[config.mk]
export PLATFORM = sky130hd
export DESIGN_NAME = irqx_top
export DESIGN_NICKNAME = d
export VERILOG_FILES = /design/src/rtl/irqx_pkg.sv /design/src/rtl/irqx_sync.sv /design/src/rtl/irqx_ctrl.sv /design/src/rtl/irqx_datapath.sv /design/src/rtl/irqx_top.sv
export SDC_FILE = /design/constraint.sdc
export NUM_CORES = 1
export LEC_CHECK = 0
export BUFFER_PORTS_ARGS = -buffer_cell sky130_fd_sc_hd__buf_2
export CAP_MARGIN = 20
export CORE_MARGIN = 5
export CORE_UTILIZATION = 55
export DETAILED_ROUTE_END_ITERATION = 6
export PLACE_DENSITY = 0.8
export SYNTH_ARGS = -nofsm -noshare
export SYNTH_HDL_FRONTEND = slang
export SYNTH_SLANG_ARGS = --single-unit
[constraint.sdc]
create_clock -name clk -period 4.1 [get_ports clk]
set_clock_uncertainty 0.15 [all_clocks]
set_input_delay 0.41 -clock clk [delete_from_list [all_inputs] [get_ports clk]]
set_output_delay 0.41 -clock clk [all_outputs]
set_load 0.005 [all_outputs]
[src/rtl/irqx_pkg.sv]
package irqx_pkg;

  typedef enum logic [1:0] {
    RD_NONE   = 2'd0,
    RD_STATUS = 2'd1,
    RD_LIVE   = 2'd2,
    RD_MASK   = 2'd3
  } rdSel_e;

  typedef struct packed {
    logic   wrStatus;
    logic   wrMaskSet;
    logic   wrMaskClr;
    logic   rdEn;
    rdSel_e rdSel;
  } busStrobe_t;

endpackage

[src/rtl/irqx_sync.sv]
module irqx_sync #(
  parameter int WIDTH  = 16,
  parameter int STAGES = 2
) (
  input  logic             clk,
  input  logic             rst,
  input  logic [WIDTH-1:0] asyncIn,
  output logic [WIDTH-1:0] syncOut
);

  logic [WIDTH-1:0] stageQ [STAGES];

  for (genvar s = 0; s < STAGES; s++) begin : g_stage
    if (s == 0) begin : g_first
      always_ff @(posedge clk) begin
        if (rst) stageQ[s] <= '0;
        else     stageQ[s] <= asyncIn;
      end
    end else begin : g_next
      always_ff @(posedge clk) begin
        if (rst) stageQ[s] <= '0;
        else     stageQ[s] <= stageQ[s-1];
      end
    end
  end

  assign syncOut = stageQ[STAGES-1];

endmodule

[src/rtl/irqx_ctrl.sv]
module irqx_ctrl
  import irqx_pkg::*;
#(
  parameter int          ADDR_W       = 8,
  parameter logic [7:0]  OFS_STATUS   = 8'h16,
  parameter logic [7:0]  OFS_LIVE     = 8'h18,
  parameter logic [7:0]  OFS_MASK_SET = 8'h1A,
  parameter logic [7:0]  OFS_MASK_CLR = 8'h1C
) (
  input  logic [ADDR_W-1:0] busAddr,
  input  logic              busWe,
  input  logic              busRe,
  output busStrobe_t        strb
);

  localparam logic [ADDR_W-1:0] A_STATUS = ADDR_W'(OFS_STATUS);
  localparam logic [ADDR_W-1:0] A_LIVE   = ADDR_W'(OFS_LIVE);
  localparam logic [ADDR_W-1:0] A_SET    = ADDR_W'(OFS_MASK_SET);
  localparam logic [ADDR_W-1:0] A_CLR    = ADDR_W'(OFS_MASK_CLR);

  logic hitStatus, hitLive, hitSet, hitClr;

  always_comb begin
    hitStatus = (busAddr == A_STATUS);
    hitLive   = (busAddr == A_LIVE);
    hitSet    = (busAddr == A_SET);
    hitClr    = (busAddr == A_CLR);

    strb           = '0;
    strb.wrStatus  = busWe & hitStatus;
    strb.wrMaskSet = busWe & hitSet;
    strb.wrMaskClr = busWe & hitClr;
    strb.rdEn      = busRe;
    if (hitStatus)             strb.rdSel = RD_STATUS;
    else if (hitLive)          strb.rdSel = RD_LIVE;
    else if (hitSet || hitClr) strb.rdSel = RD_MASK;
    else                       strb.rdSel = RD_NONE;
  end

endmodule

[src/rtl/irqx_datapath.sv]
module irqx_datapath
  import irqx_pkg::*;
#(
  parameter int NUM_LINES   = 16,
  parameter int SYNC_STAGES = 2
) (
  input  logic                 clk,
  input  logic                 rst,
  input  busStrobe_t           strb,
  input  logic [NUM_LINES-1:0] busWdata,
  input  logic [NUM_LINES-1:0] irqReq,
  output logic [NUM_LINES-1:0] busRdata,
  output logic                 irqOut
);

  logic [NUM_LINES-1:0] syncReq;
  logic [NUM_LINES-1:0] statusQ, maskQ, rdataQ;
  logic [NUM_LINES-1:0] ackVec, rdMux;

  irqx_sync #(.WIDTH(NUM_LINES), .STAGES(SYNC_STAGES)) u_sync (
    .clk     (clk),
    .rst     (rst),
    .asyncIn (irqReq),
    .syncOut (syncReq)
  );

  assign ackVec = strb.wrStatus ? busWdata : '0;

  always_ff @(posedge clk) begin
    if (rst) statusQ <= '0;
    else     statusQ <= (statusQ & ~ackVec) | syncReq;
  end

  always_ff @(posedge clk) begin
    if (rst)                 maskQ <= '0;
    else if (strb.wrMaskSet) maskQ <= maskQ | busWdata;
    else if (strb.wrMaskClr) maskQ <= maskQ & ~busWdata;
  end

  always_comb begin
    case (strb.rdSel)
      RD_STATUS: rdMux = statusQ;
      RD_LIVE:   rdMux = syncReq;
      RD_MASK:   rdMux = maskQ;
      default:   rdMux = '0;
    endcase
  end

  always_ff @(posedge clk) begin
    if (rst)            rdataQ <= '0;
    else if (strb.rdEn) rdataQ <= rdMux;
    else                rdataQ <= '0;
  end

  assign busRdata = rdataQ;
  assign irqOut   = |(statusQ & maskQ);

  // acknowledged bits without a concurrent request are gone next cycle
  assert_ack_clears_R3: assert property (@(posedge clk) disable iff (rst)
    strb.wrStatus |=> ((statusQ & $past(busWdata & ~syncReq)) == '0));

  // a synchronized request always leaves its bit set
  assert_set_wins_R4: assert property (@(posedge clk) disable iff (rst)
    (syncReq != '0) |=> ((statusQ & $past(syncReq)) == $past(syncReq)));

  // without an acknowledge no status bit falls
  assert_sticky_R2: assert property (@(posedge clk) disable iff (rst)
    !strb.wrStatus |=> (($past(statusQ) & ~statusQ) == '0));

  // set alias raises every written one
  assert_mask_set_R6: assert property (@(posedge clk) disable iff (rst)
    strb.wrMaskSet |=> ((maskQ & $past(busWdata)) == $past(busWdata)));

  // clear alias drops every written one
  assert_mask_clr_R7: assert property (@(posedge clk) disable iff (rst)
    strb.wrMaskClr |=> ((maskQ & $past(busWdata)) == '0));

  // the mask moves only under a mask write
  assert_mask_stable_R7: assert property (@(posedge clk) disable iff (rst)
    !(strb.wrMaskSet || strb.wrMaskClr) |=> $stable(maskQ));

  // no read strobe means zero read data next cycle
  assert_rdata_idle_R11: assert property (@(posedge clk) disable iff (rst)
    !strb.rdEn |=> (busRdata == '0));

endmodule

[src/rtl/irqx_top.sv]
module irqx_top
  import irqx_pkg::*;
#(
  parameter int NUM_LINES   = 16,
  parameter int ADDR_W      = 8,
  parameter int SYNC_STAGES = 2
) (
  input  logic                 clk,
  input  logic                 rst,
  input  logic [ADDR_W-1:0]    busAddr,
  input  logic                 busWe,
  input  logic [NUM_LINES-1:0] busWdata,
  input  logic                 busRe,
  output logic [NUM_LINES-1:0] busRdata,
  input  logic [NUM_LINES-1:0] irqReq,
  output logic                 irqOut
);

  busStrobe_t strb;

  irqx_ctrl #(.ADDR_W(ADDR_W)) u_ctrl (
    .busAddr (busAddr),
    .busWe   (busWe),
    .busRe   (busRe),
    .strb    (strb)
  );

  irqx_datapath #(.NUM_LINES(NUM_LINES), .SYNC_STAGES(SYNC_STAGES)) u_dp (
    .clk      (clk),
    .rst      (rst),
    .strb     (strb),
    .busWdata (busWdata),
    .irqReq   (irqReq),
    .busRdata (busRdata),
    .irqOut   (irqOut)
  );

  // outputs are quiet in the cycle after reset
  assert_reset_quiet_R1: assert property (@(posedge clk)
    rst |=> (busRdata == '0 && irqOut == 1'b0));

endmodule

=== Yosys cells after proc, flatten, opt, wreduce, memory -nomap -nowiden ===
Memories as Yosys holds them, arrays and structs flattened.
Cells that the tools add are included.
W data, S select, Z words.

* Bits in read-only memories: 0
* Bits in latches: 0
* Memories: 1
* RAM bits: 32
* Register bits after elaboration: 48
* Word-level logic and storage cells: 40

{| class="wikitable"
|+ Memory list
! memory !! words !! bits a word !! rd ports !! clocked after Yosys merged registers in !! wr ports !! line !! RTL
|-
| u_dp.u_sync.stageQ || 2 || 16 || 2 || 0 || 2 || irqx_sync.sv:11 || <nowiki>logic [WIDTH-1:0] stageQ [STAGES];</nowiki>
|}

* Bitwise logic cells: 13
* Order comparisons: 0
* Equal/unequal tests: 7
* Add/sub/neg operators: 0
* Multiply operators: 0
* Multiplexer cells: 12
* Divide/modulo/power cells: 0
* Reduce and logical (&&, ||, !) cells: 4
* Shift-type cells: 0

{| class="wikitable"
|+ Operators with widths
! kind !! count
|-
| $mux W16 || 5
|-
| $and A16 B16 Y16 || 3
|-
| $pmux W16 S3 || 1
|-
| $eq A8 B5 Y1 const B || 4
|-
| $not A16 Y16 || 2
|-
| $or A16 B16 Y16 || 2
|-
| $reduce_or A16 Y1 || 1
|-
| $mux W2 || 3
|-
| $eq A2 B2 Y1 const B || 2
|-
| $and A1 B1 Y1 || 3
|-
| $mux W1 || 3
|-
| $eq A2 B1 Y1 const B || 1
|-
| $or A1 B1 Y1 || 2
|-
| $reduce_bool A2 Y1 || 1
|-
| $reduce_or A2 Y1 || 1
|-
| $logic_or A1 B1 Y1 || 1
|-
| $not A1 Y1 || 1
|}

=== Depth between registers and ports, before layout ===
* Word-level depth: 7
* Gate-level depth with buffers: 6
* Depth with buffers taken out: 3

=== By module ===
Synthesis repeated with hierarchy kept, for this count alone.

* Cells, all modules: 302
* Area, all modules: 3,029.2 um^2

{| class="wikitable"
|+ By module, submodules not included
! module !! sequential area each (um^2) !! instances !! area an instance (um^2) !! cells an instance
|-
| irqx_datapath || 960.9 || 1 || 2,077.0 || 221
|-
| irqx_sync || 640.6 || 1 || 863.3 || 67
|-
| irqx_ctrl || 0.0 || 1 || 88.8 || 14
|}

=== Least setup slack after synthesis ===
No wires, ideal clock.

* Path type: in2reg
* Start: input busAddr[3]
* End: register u_dp.rdataQ[10] (netlist: u_dp.busRdata[10])
* Setup slack: 2.398 ns
* Setup time: 0.117 ns
* Path buffers: 3
* Stages: 6
* Arrival time: 1.435 ns
* Cell sequence: buf_4 > and3b_1 > buf_2 > o211a_4 > buf_6 > a22o_2

* Word-level cells in the longest chain between the ends: 7

{| class="wikitable"
|+ Ends and longest elaborated chain
! element !! line !! RTL
|-
| start: declaration || irqx_top.sv:10 || <nowiki>input logic [ADDR_W-1:0] busAddr,</nowiki>
|-
| $eq A8 B5 Y1, on equally long branches || irqx_ctrl.sv:26, irqx_ctrl.sv:27 ||
|-
| $logic_or A1 B1 Y1 || irqx_ctrl.sv:36 || <nowiki>else if (hitSet || hitClr) strb.rdSel = RD_MASK;</nowiki>
|-
| $mux W2 || irqx_ctrl.sv:36 ||
|-
| $mux W2 || irqx_ctrl.sv:35 || <nowiki>else if (hitLive) strb.rdSel = RD_LIVE;</nowiki>
|-
| $mux W2 (*) || irqx_ctrl.sv:34 || <nowiki>if (hitStatus) strb.rdSel = RD_STATUS;</nowiki>
|-
| $eq A2 B2 Y1 or $eq A2 B1 Y1 (tied branches) || irqx_datapath.sv:41 || <nowiki>case (strb.rdSel)</nowiki>
|-
| $pmux W16 S3 (*) || irqx_datapath.sv:41 ||
|-
| end signal: assignment || irqx_datapath.sv:51 || <nowiki>else if (strb.rdEn) rdataQ <= rdMux;</nowiki>
|-
| end: declaration || irqx_datapath.sv:17 || <nowiki>logic [NUM_LINES-1:0] statusQ, maskQ, rdataQ;</nowiki>
|}

Every way passes the cells marked *; elsewhere a longest branch is shown, timed or not.
A chain may end at the register's enable or synchronous reset.

=== Worst setup path in the final report ===
* Start: input busAddr[7]
* End: register u_dp.rdataQ[13] (netlist: u_dp.busRdata[13])

The elaborated chain is that of the path after synthesis.

==> out/summary.log <==
INFO  clock_tree     clkLatencyLatePin=0.34ns
INFO  sta            clock.fmax=463.6MHz
INFO  logic_synthesis cell_area_after_technology_mapping=3308um2
INFO  critical_path  start_kind=primary input
INFO  routing        drt_first_pass_iters=4
INFO  logic_synthesis avgSynthCellArea=10.78um2
INFO  sta            min_period_over_period=52.61%
INFO  sta            timing.setup.tns=0ns
INFO  clock_tree     cts_buffer_depth=2
INFO  critical_path  worst_ep_required_time=4.24ns
INFO  critical_path  end_kind=flop
INFO  logic_synthesis synth.mux.area_fraction=0%
INFO  logic_synthesis synth_fp_nets=351
INFO  worst_hold_path hp-start=irqReq[5]
INFO  floorplan      floorplan.die_area=7666um2
INFO  critical_path  reg2reg_depth=2
INFO  power          total_switching_power=0.3718mW
INFO  power          power.combinational.fraction=7.4%
INFO  layout         final_layout_size_suffix_gt1_share=29.33%
INFO  layout         antenna_cells_inserted=0
INFO  global_routing grt.overflow.total=0
INFO  power          internal_power=1.133mW
INFO  power          power_after_layout=1.505mW
INFO  sta            final_critical_period=2.157ns
INFO  clock_tree     post_cts_resized=0
INFO  flow_run       max-cap-violations=0
INFO  layout         synthToLayoutAreaGrowth=13.24%
INFO  clock_tree     path_clk_slew=0.08ns
INFO  global_routing number_of_antenna_violations_at_the_first_check_in_global_routing=0
INFO  global_routing grt_max_degree=66
INFO  placed_design  place.gp.congestion=0.7982
INFO  logic_synthesis synthFlopType=sky130_fd_sc_hd__dfxtp_1
INFO  logic_synthesis synth-seq-area-share=48.41%
INFO  routing        remaining_drc_errors=0
INFO  critical_path  critical_setup_path_class=primary input to flop
INFO  logic_synthesis yosys.cell_types.count=34
INFO  global_routing met1_usage=26.24%
INFO  logic_synthesis synthSimpleGateAreaFrac=23.26%
INFO  clock_tree     cts_hold_buffers=0
INFO  clock_tree     cts-htree-levels=3
INFO  floorplan      design.core.area=5886um2
INFO  power          clkPwrFrac=38.5%
INFO  logic_synthesis yosys_register_bits=80
INFO  clock_tree     numClockSinks=80
INFO  logic_synthesis netlist.area_leader.share=48.41%
INFO  power          power.static_leakage=1.464nW
INFO  worst_hold_path worst_hold_path.num_cells=2
INFO  power          p_per_area=401.6nW/um2
INFO  floorplan      initial_core_utilization=56.21%
INFO  sta            finalMaxSlewViolations=0
INFO  logic_synthesis synth_enable_flop_cells=0
INFO  global_routing groute.layer.met2.usage=31.78%
INFO  logic_synthesis post-synth-top-count-cell=sky130_fd_sc_hd__dfxtp_1
INFO  global_routing grt_most_used_layer=met2
INFO  logic_synthesis synth_top_area_cell=sky130_fd_sc_hd__dfxtp_1
INFO  routing        drt-initial-drc-count=256
INFO  routing        finalWirelength=7.417mm
INFO  power          power.switching_fraction=24.71%
INFO  placed_design  post-place-cells=416
INFO  placed_design  port_buffers=60
INFO  routing        num_vias=2574
INFO  floorplan      die_w=87.56um
INFO  logic_synthesis post_synth_fa_ha_maj_area_fraction=0%
INFO  sta            hold_ws=0.1220ns
INFO  layout         total_number_of_nets_in_the_final_design=397
INFO  clock_tree     total_clock_buffers_created_by_cts=9
INFO  worst_hold_path min_delay_worst_endpoint=u_dp.u_sync.stageQ[0][5]
INFO  sta            least_margin_pin_slew=0.8307ns
INFO  critical_path  worst_path_max_delay_cell=sky130_fd_sc_hd__nor4b_4
INFO  sta            setup_repair_after_global_routing_missed_its_margin=no
INFO  routing        routedWlPerCell=17.13um
INFO  critical_path  r2r_setup_slack=3.00ns
INFO  outcome        run_status=complete, no violations
INFO  routing        vias_per_cell=5.945
INFO  layout         instances_no_fill=433
INFO  global_routing wire_length_of_the_first_global_routing_pass=11.81mm
INFO  logic_synthesis synth_top_family_by_area=simple AND/OR/NAND/NOR gates
INFO  critical_path  worstPathCellList=buf_2 -> nor4b_4 -> and3_1 -> a22o_2
INFO  placed_design  dp_hpwl=4.715mm
INFO  logic_synthesis synth_compound_gate_area_share=21.22%
INFO  logic_synthesis synth.top_cells.by_count=80 x sky130_fd_sc_hd__dfxtp_1, 49 x sky130_fd_sc_hd__nor2b_1, 31 x sky130_fd_sc_hd__nor2_1
INFO  logic_synthesis share_of_flip_flops_with_an_asynchronous_set_or_reset=0%
INFO  layout         fillCellCount=483
INFO  global_routing groute.usage.overall=19.71%
INFO  floorplan      fp.dieH=87.56um
INFO  sta            setup_viol=0
INFO  worst_hold_path hold_class=primary input to flop
INFO  clock_tree     cts.root.buffer_cell=sky130_fd_sc_hd__clkbuf_8
INFO  floorplan      design.portCount=61
INFO  global_routing grt_use_met3=4.421%
INFO  sta            slew-limit-headroom=44.39%
INFO  clock_tree     postCtsSetupRepairBufs=0
INFO  power          power.sequential.fraction=54.1%
INFO  floorplan      std_cell_rows=28
INFO  clock_tree     tritoncts_clock_tree=yes
INFO  logic_synthesis yosys_synthesis_warning_count=0
INFO  power          peakVddDrop=0.2184mV
INFO  critical_path  crit_path_max_incr_delay=0.75ns
INFO  sta            timing_hold_violations_final=0
INFO  logic_synthesis synthCells=307
INFO  logic_synthesis yosys-top-cells-area=sky130_fd_sc_hd__dfxtp_1 48%, sky130_fd_sc_hd__nor2b_1 9.3%, sky130_fd_sc_hd__a32o_1 4.8%
INFO  critical_path  arrival=2.30ns
INFO  logic_synthesis synth_area_in_xor_xnor=0.4917%
INFO  global_routing number_of_global_route_vias_before_repair=2441
INFO  critical_path  crit_path_max_fanout=17
INFO  routing        final_antenna_net_count=0
INFO  layout         finish.utilization=63.65%
cell type report:
type	count	area (um2)	share of cell area, %
sequential	80	1602	42.75
clock buffer	9	123.9	3.307
multi-input combinational	196	1488	39.71
clock inverter	7	77.57	2.071
inverter	1	3.754	0.1002
timing repair buffer	65	357.8	9.552
tap	75	93.84	2.505
placed cells by master (no fill, tap or decap), types with 2 or more instances in the layout:
cell,netlist,routed
sky130_fd_sc_hd__a221oi_1,4,4
sky130_fd_sc_hd__a22o_1,11,11
sky130_fd_sc_hd__a22o_2,9,9
sky130_fd_sc_hd__a311oi_1,16,16
sky130_fd_sc_hd__a32o_1,16,16
sky130_fd_sc_hd__a41oi_1,16,16
sky130_fd_sc_hd__and3b_1,2,2
sky130_fd_sc_hd__and4_1,10,10
sky130_fd_sc_hd__and4_2,5,5
sky130_fd_sc_hd__buf_2,4,60
sky130_fd_sc_hd__buf_4,2,4
sky130_fd_sc_hd__clkbuf_8,1,9
sky130_fd_sc_hd__dfxtp_1,80,80
sky130_fd_sc_hd__inv_6,0,3
sky130_fd_sc_hd__nor2_1,31,31
sky130_fd_sc_hd__nor2b_1,49,49
sky130_fd_sc_hd__nor3b_1,2,2
sky130_fd_sc_hd__nor4_1,11,11
sky130_fd_sc_hd__nor4_2,4,4
stage by stage:
stage                     area (um2)  worst slack (ns)
after global placement          3517             1.484
after floorplan                 3308             2.398
after CTS                       3719             1.831
after detailed placement        3517             1.480
final                           3746             1.943
after global routing            3746             1.872
routing by layer:
layer	vias to the layer above	wire length, um
met5	-	0
met4	0	73
met3	8	626
met2	99	3488
met1	1197	3228
li1	1270	-
cells by family (layout without fill, tap and decap cells):
group	after synthesis	in the layout
AOI/OAI and AO/OA	75	75
xor gates and xnor gates	1	1
buffers and inverters	31	82
DFF	80	80
and+or+nand+nor	120	120
worst max path at each step:
stage                     startpoint                 to  slack, ns  depth (start not counted)
final                     busAddr[7]  u_dp.busRdata[13]       1.94                          4
after global routing      busAddr[7]   u_dp.busRdata[9]       1.87                          4
after CTS                 busAddr[3]  u_dp.busRdata[14]       1.83                          4
after detailed placement  busAddr[3]  u_dp.busRdata[14]       1.48                          4
after global placement    busAddr[3]  u_dp.busRdata[14]       1.48                          4
after floorplan           busAddr[3]  u_dp.busRdata[10]       2.40                          6
power groups by stage:
stage | Sequential (mW) | Combinational, mW | Clock [mW]
2_1_floorplan | 0.828 | 0.0758 | 0
3_3_place_gp | 0.832 | 0.105 | 0
3_5_place_dp | 0.833 | 0.107 | 0
4_1_cts | 0.814 | 0.107 | 0.590
5_1_grt | 0.817 | 0.121 | 0.624
6_report | 0.815 | 0.111 | 0.579
critical path: cells and delay by family:
kind | cells | cell delay (ns)
simple gates | 2 | 1.50
compound gates | 1 | 0.27
buf+inv | 1 | 0.11
No activity file was read; power rests on OpenSTA's default activity.
